==> config.mk <==
export PLATFORM = sky130hd
export DESIGN_NAME = cmd_loop_seq
export DESIGN_NICKNAME = d
export VERILOG_FILES = /design/src/rtl/cmd_loop_pkg.sv /design/src/rtl/cmd_loop_ctrl.sv /design/src/rtl/cmd_loop_dp.sv /design/src/rtl/cmd_loop_seq.sv
export SDC_FILE = /design/constraint.sdc
export NUM_CORES = 1
export LEC_CHECK = 0
export BUFFER_PORTS_ARGS = -buffer_cell sky130_fd_sc_hd__buf_2
export CORE_ASPECT_RATIO = 1.1
export CORE_UTILIZATION = 56
export DETAILED_ROUTE_END_ITERATION = 8
export PLACE_DENSITY = 0.79
export SKIP_LAST_GASP = 1
export SYNTH_ARGS = -nofsm -noshare
export SYNTH_HDL_FRONTEND = slang
export SYNTH_HIERARCHICAL = 1
export SYNTH_SLANG_ARGS = --single-unit
export TNS_END_PERCENT = 10
==> constraint.sdc <==
create_clock -name clk -period 6.43 [get_ports clk]
set_input_delay 0.9645 -clock clk [delete_from_list [all_inputs] [get_ports clk]]
set_output_delay 0.9645 -clock clk [all_outputs]
set_load 0.05 [all_outputs]
==> src/rtl/cmd_loop_pkg.sv <==
package cmd_loop_pkg;

  typedef enum logic [2:0] {
    CMD_IDLE = 3'd0,
    CMD_ACT  = 3'd1,
    CMD_RD   = 3'd2,
    CMD_PRE  = 3'd3,
    CMD_DES  = 3'd4,
    CMD_NOP  = 3'd5
  } cmd_e;

  // Strobes from the control FSM to the datapath
  typedef struct packed {
    logic active;   // pass in progress, outputs live
    logic loadCfg;  // capture timing counts
    logic clrCnt;   // restart position at bank 0, cycle 0
    logic advance;  // step position by one cycle
  } seqStrobe_t;

endpackage

==> src/rtl/cmd_loop_ctrl.sv <==
module cmd_loop_ctrl
  import cmd_loop_pkg::*;
(
  input  logic       clk,
  input  logic       rst_n,
  input  logic       start,
  input  logic       cfgOk,
  input  logic       loopEnd,
  output seqStrobe_t strb,
  output logic       loopDone,
  output logic       cfgErr
);

  typedef enum logic {ST_IDLE, ST_RUN} state_e;

  state_e stateQ;
  logic   launch;

  // A pass may begin from idle, or back-to-back at the end of a pass
  always_comb begin
    launch = 1'b0;
    if (start && cfgOk) begin
      if (stateQ == ST_IDLE) launch = 1'b1;
      else if (loopEnd)      launch = 1'b1;
    end
  end

  always_comb begin
    strb         = '0;
    strb.active  = (stateQ == ST_RUN);
    strb.advance = (stateQ == ST_RUN);
    strb.loadCfg = launch;
    strb.clrCnt  = launch;
  end

  always_ff @(posedge clk) begin
    if (!rst_n) begin
      stateQ   <= ST_IDLE;
      loopDone <= 1'b0;
      cfgErr   <= 1'b0;
    end else begin
      loopDone <= 1'b0;
      unique case (stateQ)
        ST_IDLE: begin
          if (start) begin
            if (cfgOk) begin
              stateQ <= ST_RUN;
              cfgErr <= 1'b0;
            end else begin
              cfgErr <= 1'b1;
            end
          end
        end
        ST_RUN: begin
          if (loopEnd) begin
            loopDone <= 1'b1;
            if (launch) begin
              stateQ <= ST_RUN;
              cfgErr <= 1'b0;
            end else begin
              stateQ <= ST_IDLE;
              if (start) cfgErr <= 1'b1;
            end
          end
        end
        default: stateQ <= ST_IDLE;
      endcase
    end
  end

endmodule

==> src/rtl/cmd_loop_dp.sv <==
module cmd_loop_dp
  import cmd_loop_pkg::*;
#(
  parameter int          CNT_W      = 8,
  parameter int          NUM_BANKS  = 8,
  parameter int          BANK_W     = 3,
  parameter int          FILL_LEN   = 4,
  parameter logic [7:0]  PAT_FIRST  = 8'h00,
  parameter logic [7:0]  PAT_SECOND = 8'h33
) (
  input  logic              clk,
  input  logic              rst_n,
  input  seqStrobe_t        strb,
  input  logic [CNT_W-1:0]  rcdIn,
  input  logic [CNT_W-1:0]  rasIn,
  input  logic [CNT_W-1:0]  rcIn,
  output logic              cfgOk,
  output logic              loopEnd,
  output logic [2:0]        cmdCode,
  output logic [BANK_W-1:0] bankAddr,
  output logic [7:0]        dataPat,
  output logic              dmLevel
);

  localparam int                FILL_W    = (FILL_LEN > 1) ? $clog2(FILL_LEN) : 1;
  localparam logic [FILL_W-1:0] FILL_DES  = FILL_W'(FILL_LEN / 2);
  localparam logic [FILL_W-1:0] FILL_LAST = FILL_W'(FILL_LEN - 1);
  localparam logic [BANK_W-1:0] LAST_BANK = BANK_W'(NUM_BANKS - 1);

  logic [CNT_W-1:0]  rcdQ, rasQ, rcQ;
  logic [CNT_W-1:0]  cycQ;
  logic              halfQ;
  logic [BANK_W-1:0] bankQ;
  logic [FILL_W-1:0] fillQ;

  logic isAct, isRd, isPre, slotIsCmd, periodEnd;
  cmd_e cmdNext;

  // Legality of the live inputs: 0 < nRCD < nRAS < nRC
  assign cfgOk = (rcdIn != '0) && (rcdIn < rasIn) && (rasIn < rcIn);

  assign isAct     = (cycQ == '0);
  assign isRd      = (cycQ == rcdQ);
  assign isPre     = (cycQ == rasQ);
  assign slotIsCmd = isAct || isRd || isPre;
  assign periodEnd = (cycQ == rcQ - CNT_W'(1));
  assign loopEnd   = strb.active && periodEnd && halfQ && (bankQ == LAST_BANK);

  always_ff @(posedge clk) begin
    if (!rst_n) begin
      rcdQ  <= '0;
      rasQ  <= '0;
      rcQ   <= '0;
      cycQ  <= '0;
      halfQ <= 1'b0;
      bankQ <= '0;
      fillQ <= '0;
    end else begin
      if (strb.loadCfg) begin
        rcdQ <= rcdIn;
        rasQ <= rasIn;
        rcQ  <= rcIn;
      end
      if (strb.clrCnt) begin
        cycQ  <= '0;
        halfQ <= 1'b0;
        bankQ <= '0;
        fillQ <= '0;
      end else if (strb.advance) begin
        if (periodEnd) begin
          cycQ  <= '0;
          halfQ <= ~halfQ;
          if (halfQ) bankQ <= (bankQ == LAST_BANK) ? '0 : bankQ + BANK_W'(1);
        end else begin
          cycQ <= cycQ + CNT_W'(1);
        end
        // filler phase restarts after each command, wraps at FILL_LEN
        if (slotIsCmd)               fillQ <= '0;
        else if (fillQ == FILL_LAST) fillQ <= '0;
        else                         fillQ <= fillQ + FILL_W'(1);
      end
    end
  end

  always_comb begin
    if (!strb.active)          cmdNext = CMD_IDLE;
    else if (isAct)            cmdNext = CMD_ACT;
    else if (isRd)             cmdNext = CMD_RD;
    else if (isPre)            cmdNext = CMD_PRE;
    else if (fillQ < FILL_DES) cmdNext = CMD_DES;
    else                       cmdNext = CMD_NOP;
  end

  assign cmdCode  = cmdNext;
  assign bankAddr = strb.active ? bankQ : '0;
  assign dataPat  = (cmdNext == CMD_RD) ? (halfQ ? PAT_SECOND : PAT_FIRST) : 8'h00;
  assign dmLevel  = 1'b0;

endmodule

==> src/rtl/cmd_loop_seq.sv <==
module cmd_loop_seq
  import cmd_loop_pkg::*;
#(
  parameter int         CNT_W      = 8,
  parameter int         NUM_BANKS  = 8,
  parameter int         FILL_LEN   = 4,
  parameter logic [7:0] PAT_FIRST  = 8'h00,
  parameter logic [7:0] PAT_SECOND = 8'h33,
  localparam int        BANK_W     = (NUM_BANKS > 1) ? $clog2(NUM_BANKS) : 1
) (
  input  logic              clk,
  input  logic              rst_n,
  input  logic              start,
  input  logic [CNT_W-1:0]  rcdCycles,
  input  logic [CNT_W-1:0]  rasCycles,
  input  logic [CNT_W-1:0]  rcCycles,
  output logic [2:0]        cmdCode,
  output logic [BANK_W-1:0] bankAddr,
  output logic [7:0]        dataPat,
  output logic              dmLevel,
  output logic              loopDone,
  output logic              cfgErr
);

  seqStrobe_t strb;
  logic       cfgOk;
  logic       loopEnd;

  cmd_loop_ctrl u_ctrl (
    .clk      (clk),
    .rst_n    (rst_n),
    .start    (start),
    .cfgOk    (cfgOk),
    .loopEnd  (loopEnd),
    .strb     (strb),
    .loopDone (loopDone),
    .cfgErr   (cfgErr)
  );

  cmd_loop_dp #(
    .CNT_W      (CNT_W),
    .NUM_BANKS  (NUM_BANKS),
    .BANK_W     (BANK_W),
    .FILL_LEN   (FILL_LEN),
    .PAT_FIRST  (PAT_FIRST),
    .PAT_SECOND (PAT_SECOND)
  ) u_dp (
    .clk      (clk),
    .rst_n    (rst_n),
    .strb     (strb),
    .rcdIn    (rcdCycles),
    .rasIn    (rasCycles),
    .rcIn     (rcCycles),
    .cfgOk    (cfgOk),
    .loopEnd  (loopEnd),
    .cmdCode  (cmdCode),
    .bankAddr (bankAddr),
    .dataPat  (dataPat),
    .dmLevel  (dmLevel)
  );

endmodule

-- Word level (Yosys, flattened, before mapping)
Cells that the tools add are included.
- word-level logic and storage cells: 70
- output and inout bits: 17
- bits of input ports: 27
- register bits after elaboration: 41
- bitwise logic cells: 3
- eq/ne operators: 9
- reductions and logical operators: 15
- muxes and demuxes: 26
- $lt $le $gt $ge: 3
- add/subtract/negate cells: 4
- operator list (operator ; count):
    8-bit == test ; 3
    3-bit 2-to-1 mux ; 6
    8-bit less-than comparator ; 2
    8-bit 2-to-1 mux ; 2
    1-bit 2-to-1 mux ; 13
    8-bit by 1-bit adder with 8-bit output (second input constant) ; 1
    8-bit zero test ; 1
    8-bit nonzero test ; 1
    8-bit by 1-bit subtractor with 8-bit output (second input constant) ; 1
    1-bit logical AND ; 6
    6-bit 2-to-1 mux ; 1
    3-bit AND reduction ; 2
    2-bit 2-to-1 mux ; 2
    2-bit inequality test (second input constant) ; 2
    1-bit case mux with 2 select lines ; 2
    2-bit AND reduction ; 2
    3-bit by 1-bit adder with 3-bit output (second input constant) ; 1
    3-bit by 2-bit == test with 1-bit output (second input constant) ; 1
    3-bit == test (second input constant) ; 1
    3-bit inequality test (second input constant) ; 1
    1-bit NOT ; 3
    2-bit by 1-bit adder with 2-bit output (second input constant) ; 1
    2-bit == test (second input constant) ; 1
    1-bit logical OR ; 2
    2 further kinds ; 2

-- Depth between registers and ports, before layout
- depth after elaboration: 11
- gate-level depth with buffers: 14
- gate-level depth less buffers: 13

-- Hierarchy
Netlist, hierarchy kept.
- by module, submodules not included (module ; area each (µm²) ; sequential area each (µm²) ; cells an instance ; instances):
    cmd_loop_dp ; 2533.7 ; 760.7 ; 292 ; 1
    cmd_loop_ctrl ; 153.9 ; 60.1 ; 14 ; 1

-- Least setup slack after synthesis
Ideal clock, no wire load.
- path type: input to register
- from: input rasCycles[1]
- to: register u_dp.rasQ[0]
- path slack: 2.933 ns
- path buffers: 3
- arrival: 3.380 ns
- data required time: 6.313 ns
- stages: 14
- cells stage by stage: inv_1 ha_1 a21o_1 a21o_1 a211oi_1 o21ai_0 a41oi_1 nand2_1 nor2b_4 buf_4 clkbuf_1 buf_1 mux2i_1 nor2b_1
- cells in the longest elaborated chain, start to end: 5
- elaborated cells between the ends (all ways): 6
- classes of those cells: order compare: 2; mux: 1; reduce/logical: 3
- RTL lines (element ; RTL line ; text):
    from (decl) ; cmd_loop_seq.sv:15 ; input logic [CNT_W-1:0] rasCycles,
    8-bit less-than comparator ; cmd_loop_dp.sv:40 ; assign cfgOk = (rcdIn != '0) && (rcdIn < rasIn) && (rasIn < rcIn);
    1-bit logical AND ; cmd_loop_dp.sv:40 ;
    1-bit logical AND * ; cmd_loop_dp.sv:40 ;
    net cfgOk ; cmd_loop_seq.sv:26 ; logic cfgOk;
    1-bit logical AND * ; cmd_loop_ctrl.sv:22 ; if (start && cfgOk) begin
    1-bit 2-to-1 mux * ; cmd_loop_ctrl.sv:22 ;
    net u_ctrl.launch ; cmd_loop_ctrl.sv:17 ; logic launch;
    to (signal assigned) ; cmd_loop_dp.sv:61 ; rasQ <= rasIn;
    to (decl) ; cmd_loop_dp.sv:30 ; logic [CNT_W-1:0] rcdQ, rasQ, rcQ;
The timed path passes the listed nets; every way through them passes the cells marked *.
A chain may end at the register's enable or synchronous reset.

==> flow_summary.toml <==
[clock_tree]
path_clk_slew_ns = 0.07
clk_latency_ns = 0.29
cts_max_level = 2
cts_tree = "built"
cts.sinks = 41
post_cts_buffers = 0
cts_resized = 0
root_buffer = "clkbuf_8"
numCtsBuffers = 5
hold_buffers = 0
clockBufferDepth = 2

[floorplan]
core_sq_um = 4620
boundaryPins = 44
dieArea_sq_um = 5080
die_y_um = 74.7
fp.dieW_um = 68.1
rows = 26
start_util = 0.582

[pwr]
swShare = 0.304
p_clk_frac = 0.281
power_frac_seq = 0.492
p_sw_w = 0.000174
cellInternalPower_w = 0.000397
pwr_density_cell_nw_per_um2 = 198
combPwrFrac = 0.227
leakage_nw = 1.22
finalPower_w = 0.000571
peakVddDrop_v = 0.000111

[hold_path]
hold_depth = 2
worstHoldStart = "u_dp/fillQ[1]"
hold_end = "u_dp/fillQ[1]"
hold_class = "flop to flop"

[yosys]
synth_cells = 306
synth-async-reset-ratio = 0
ys.flop_type = "dfxtp_1"
yosysMostFrequentCell = "dfxtp_1"
ys_ff_latch = 41
synth_edf_count = 0
ys_types = 51
synthSimpleGateAreaFrac = 0.230
netlist_area_sq_um = 2690
yosysWarnings = 6
synth_area_leader_cell = "dfxtp_1"
synth_top_area_share = 0.305
synth_fa_ha_area_frac = 0.0931
ys_seq_area_frac = 0.305
synthMuxAreaShare = 0.0968
synth_top_family_by_area = "simple AND/OR/NAND/NOR gates"
synth_xor_area_frac = 0.104
synthTopCellsByCount = "41 x dfxtp_1, 27 x nor2b_1, 26 x mux2i_1, 21 x inv_1, 21 x xnor2_1"
synth-compound-area-share = 0.0805
syn_avg_cell_area_sq_um = 8.78
synth_top_cells_by_area = "dfxtp_1 31%, mux2i_1 9.7%, ha_1 9.3%, xnor2_1 6.8%, nor2b_1 6.3%"

[sta]
rsz0062_at_grt = "no"
tns_ns = 0
clock.fmax_mhz = 262
setup_viol = 0
slew_viol_final = 0
fin_crit_sh = 0.594
fin_crit_ns = 3.82
finalClockSkew_ns = 0.00595
final_hold_viol_count = 0
worst_slew_pin_slew_ns = 0.950
maxSlewHeadroom = 0.365

[worst_setup_path]
r2r_start = "u_dp/rcQ[0]"
cp-start-kind = "input pin"
critPathMaxFanout = 27
reg2reg_depth = 12
critPathMaxStageDelay_ns = 0.77
critPathCaptureType = "flop"
criticalPathCategory = "input pin to flop"
cp.required_ns = 6.60
ff2ff_setup_slack_ns = 2.71
cp_data_arrival_time_ns = 3.99
crit_path_top_delay_cell = "nor2b_4"
path_cells = "buf_2 > inv_1 > ha_1 > a21oi_1 > o22ai_1 > a2111oi_0 > o21ai_0 > a41oi_1 > nand2_1 > nor2b_4 > nor2b_1 > o21ai_1 > nor2_1"
r2r-end = "u_dp/cycQ[4]"

[layout]
layout-drive-gt1-share = 0.155
num_antenna_cells = 0
syn2layout_area_growth_pct = 7.26
nets = 375
fin_cells = 385
post-route-util = 0.624

[global_routing]
grt_pass1_vias = 1887
grt_antenna_before_repair = 0
grt_pass1_wl_um = 8850
grt_overflow = 0
grtUsageTotal = 0.235
grt_max_degree = 30

[routing]
routedWlPerCell_um = 14.6
via_per_inst = 5.49
ant_nets = 0
num_vias = 2114
drt_iter0_drc = 90
finalWirelength_um = 5610
route.detailed.drc = 0
drt_pass1_iterations = 4

[place]
port_buffers = 38
placed_cells = 377
gp_congestion = 0.860
dp_hpwl_um = 4260

[status]
status = "complete, no violations"

[job]
cap_violations = 0
critical path: cells and delay by family:
kind	cells	cell delay, ns
compound gates	6	1.28
fa+ha+maj	1	0.28
buf+inv	2	0.14
simple gates	4	1.31
power by group through the flow:
stage | Sequential [W] | Clock (W) | Combinational, W
floorplan | 0.000281 | 0 | 0.000105
global placement | 0.000286 | 0 | 0.000125
detailed placement | 0.000286 | 0 | 0.000129
CTS | 0.000280 | 0.000165 | 0.000130
global route | 0.000282 | 0.000174 | 0.000143
finish | 0.000281 | 0.000160 | 0.000130
worst max-delay path by stage:
stage               cells past startpoint  slack (ns)            to          from
CTS                                    13        2.70  u_dp/cycQ[4]  rasCycles[6]
detailed placement                     12        2.40  u_dp/cycQ[4]  rcdCycles[1]
finish                                 13        2.61  u_dp/cycQ[4]  rasCycles[6]
floorplan                              14        2.93  u_dp/rasQ[0]  rasCycles[1]
global placement                       13        2.53  u_dp/cycQ[5]  rasCycles[1]
global route                           13        2.37  u_dp/cycQ[4]   rcCycles[6]
cell families after synthesis:
| kind of cell | Yosys count |
|---|---|
| adders and majority gates | 20 |
| other | 1 |
| muxes | 26 |
| DFF | 41 |
| AOI/OAI and AO/OA | 31 |
| buffers and inverters | 48 |
| and+or+nand+nor | 108 |
| xor gates and xnor gates | 31 |
flip-flops by register name, summed over array words and instances, names as in the netlist, 2 cells and up:
name and count:
u_dp/cycQ 8, u_dp/rcQ 8, u_dp/fillQ 2, u_dp/rcdQ 8, u_dp/rasQ 8, u_dp/bankQ 3
layer usage:
| layer | vias up | routed length (um) | global-route usage | share of wire |
|---|---|---|---|---|
| met3 | 12 | 207 | 0.0394 | 0.037 |
| met1 | 985 | 2520 | 0.298 | 0.45 |
| met4 | 0 | 133 | 0.109 | 0.024 |
| met5 | - | 0 | 0 | 0 |
| li1 | 1070 | - | - | - |
| met2 | 47 | 2750 | 0.388 | 0.49 |
final cells by class:
| class | instances | area [sq um] |
|---|---|---|
| inverters | 21 | 78.8 |
| flip-flops and latches | 41 | 821 |
| fillers | 420 | 1740 |
| well taps | 56 | 70.1 |
| repair buffers | 38 | 190 |
| multi-input cells | 221 | 1640 |
| clock buffers | 8 | 80.1 |
stage by stage:
stage          setup slack, ns  hold slack [ns]  instance area [sq um]
2_1_floorplan             2.93            0.447                   2700
3_3_place_gp              2.53            0.465                   2800
3_5_place_dp              2.40            0.470                   2800
4_1_cts                   2.70            0.480                   2880
5_1_grt                   2.37            0.503                   2880
6_report                  2.61            0.480                   2880
placed cells by master (no fill, tap or decap), drive strengths merged, types with 7 or more instances in the layout:
cell type,n
nand2,16
xnor2,22
clkbuf,8
a21oi,8
nor2,20
nand4,10
inv,21
nor2b,28
xor2,9
ha,20
mux2i,26
nand3,8
buf,38
o21ai,7
dfxtp,41
Power figures use the tool's default switching activity.
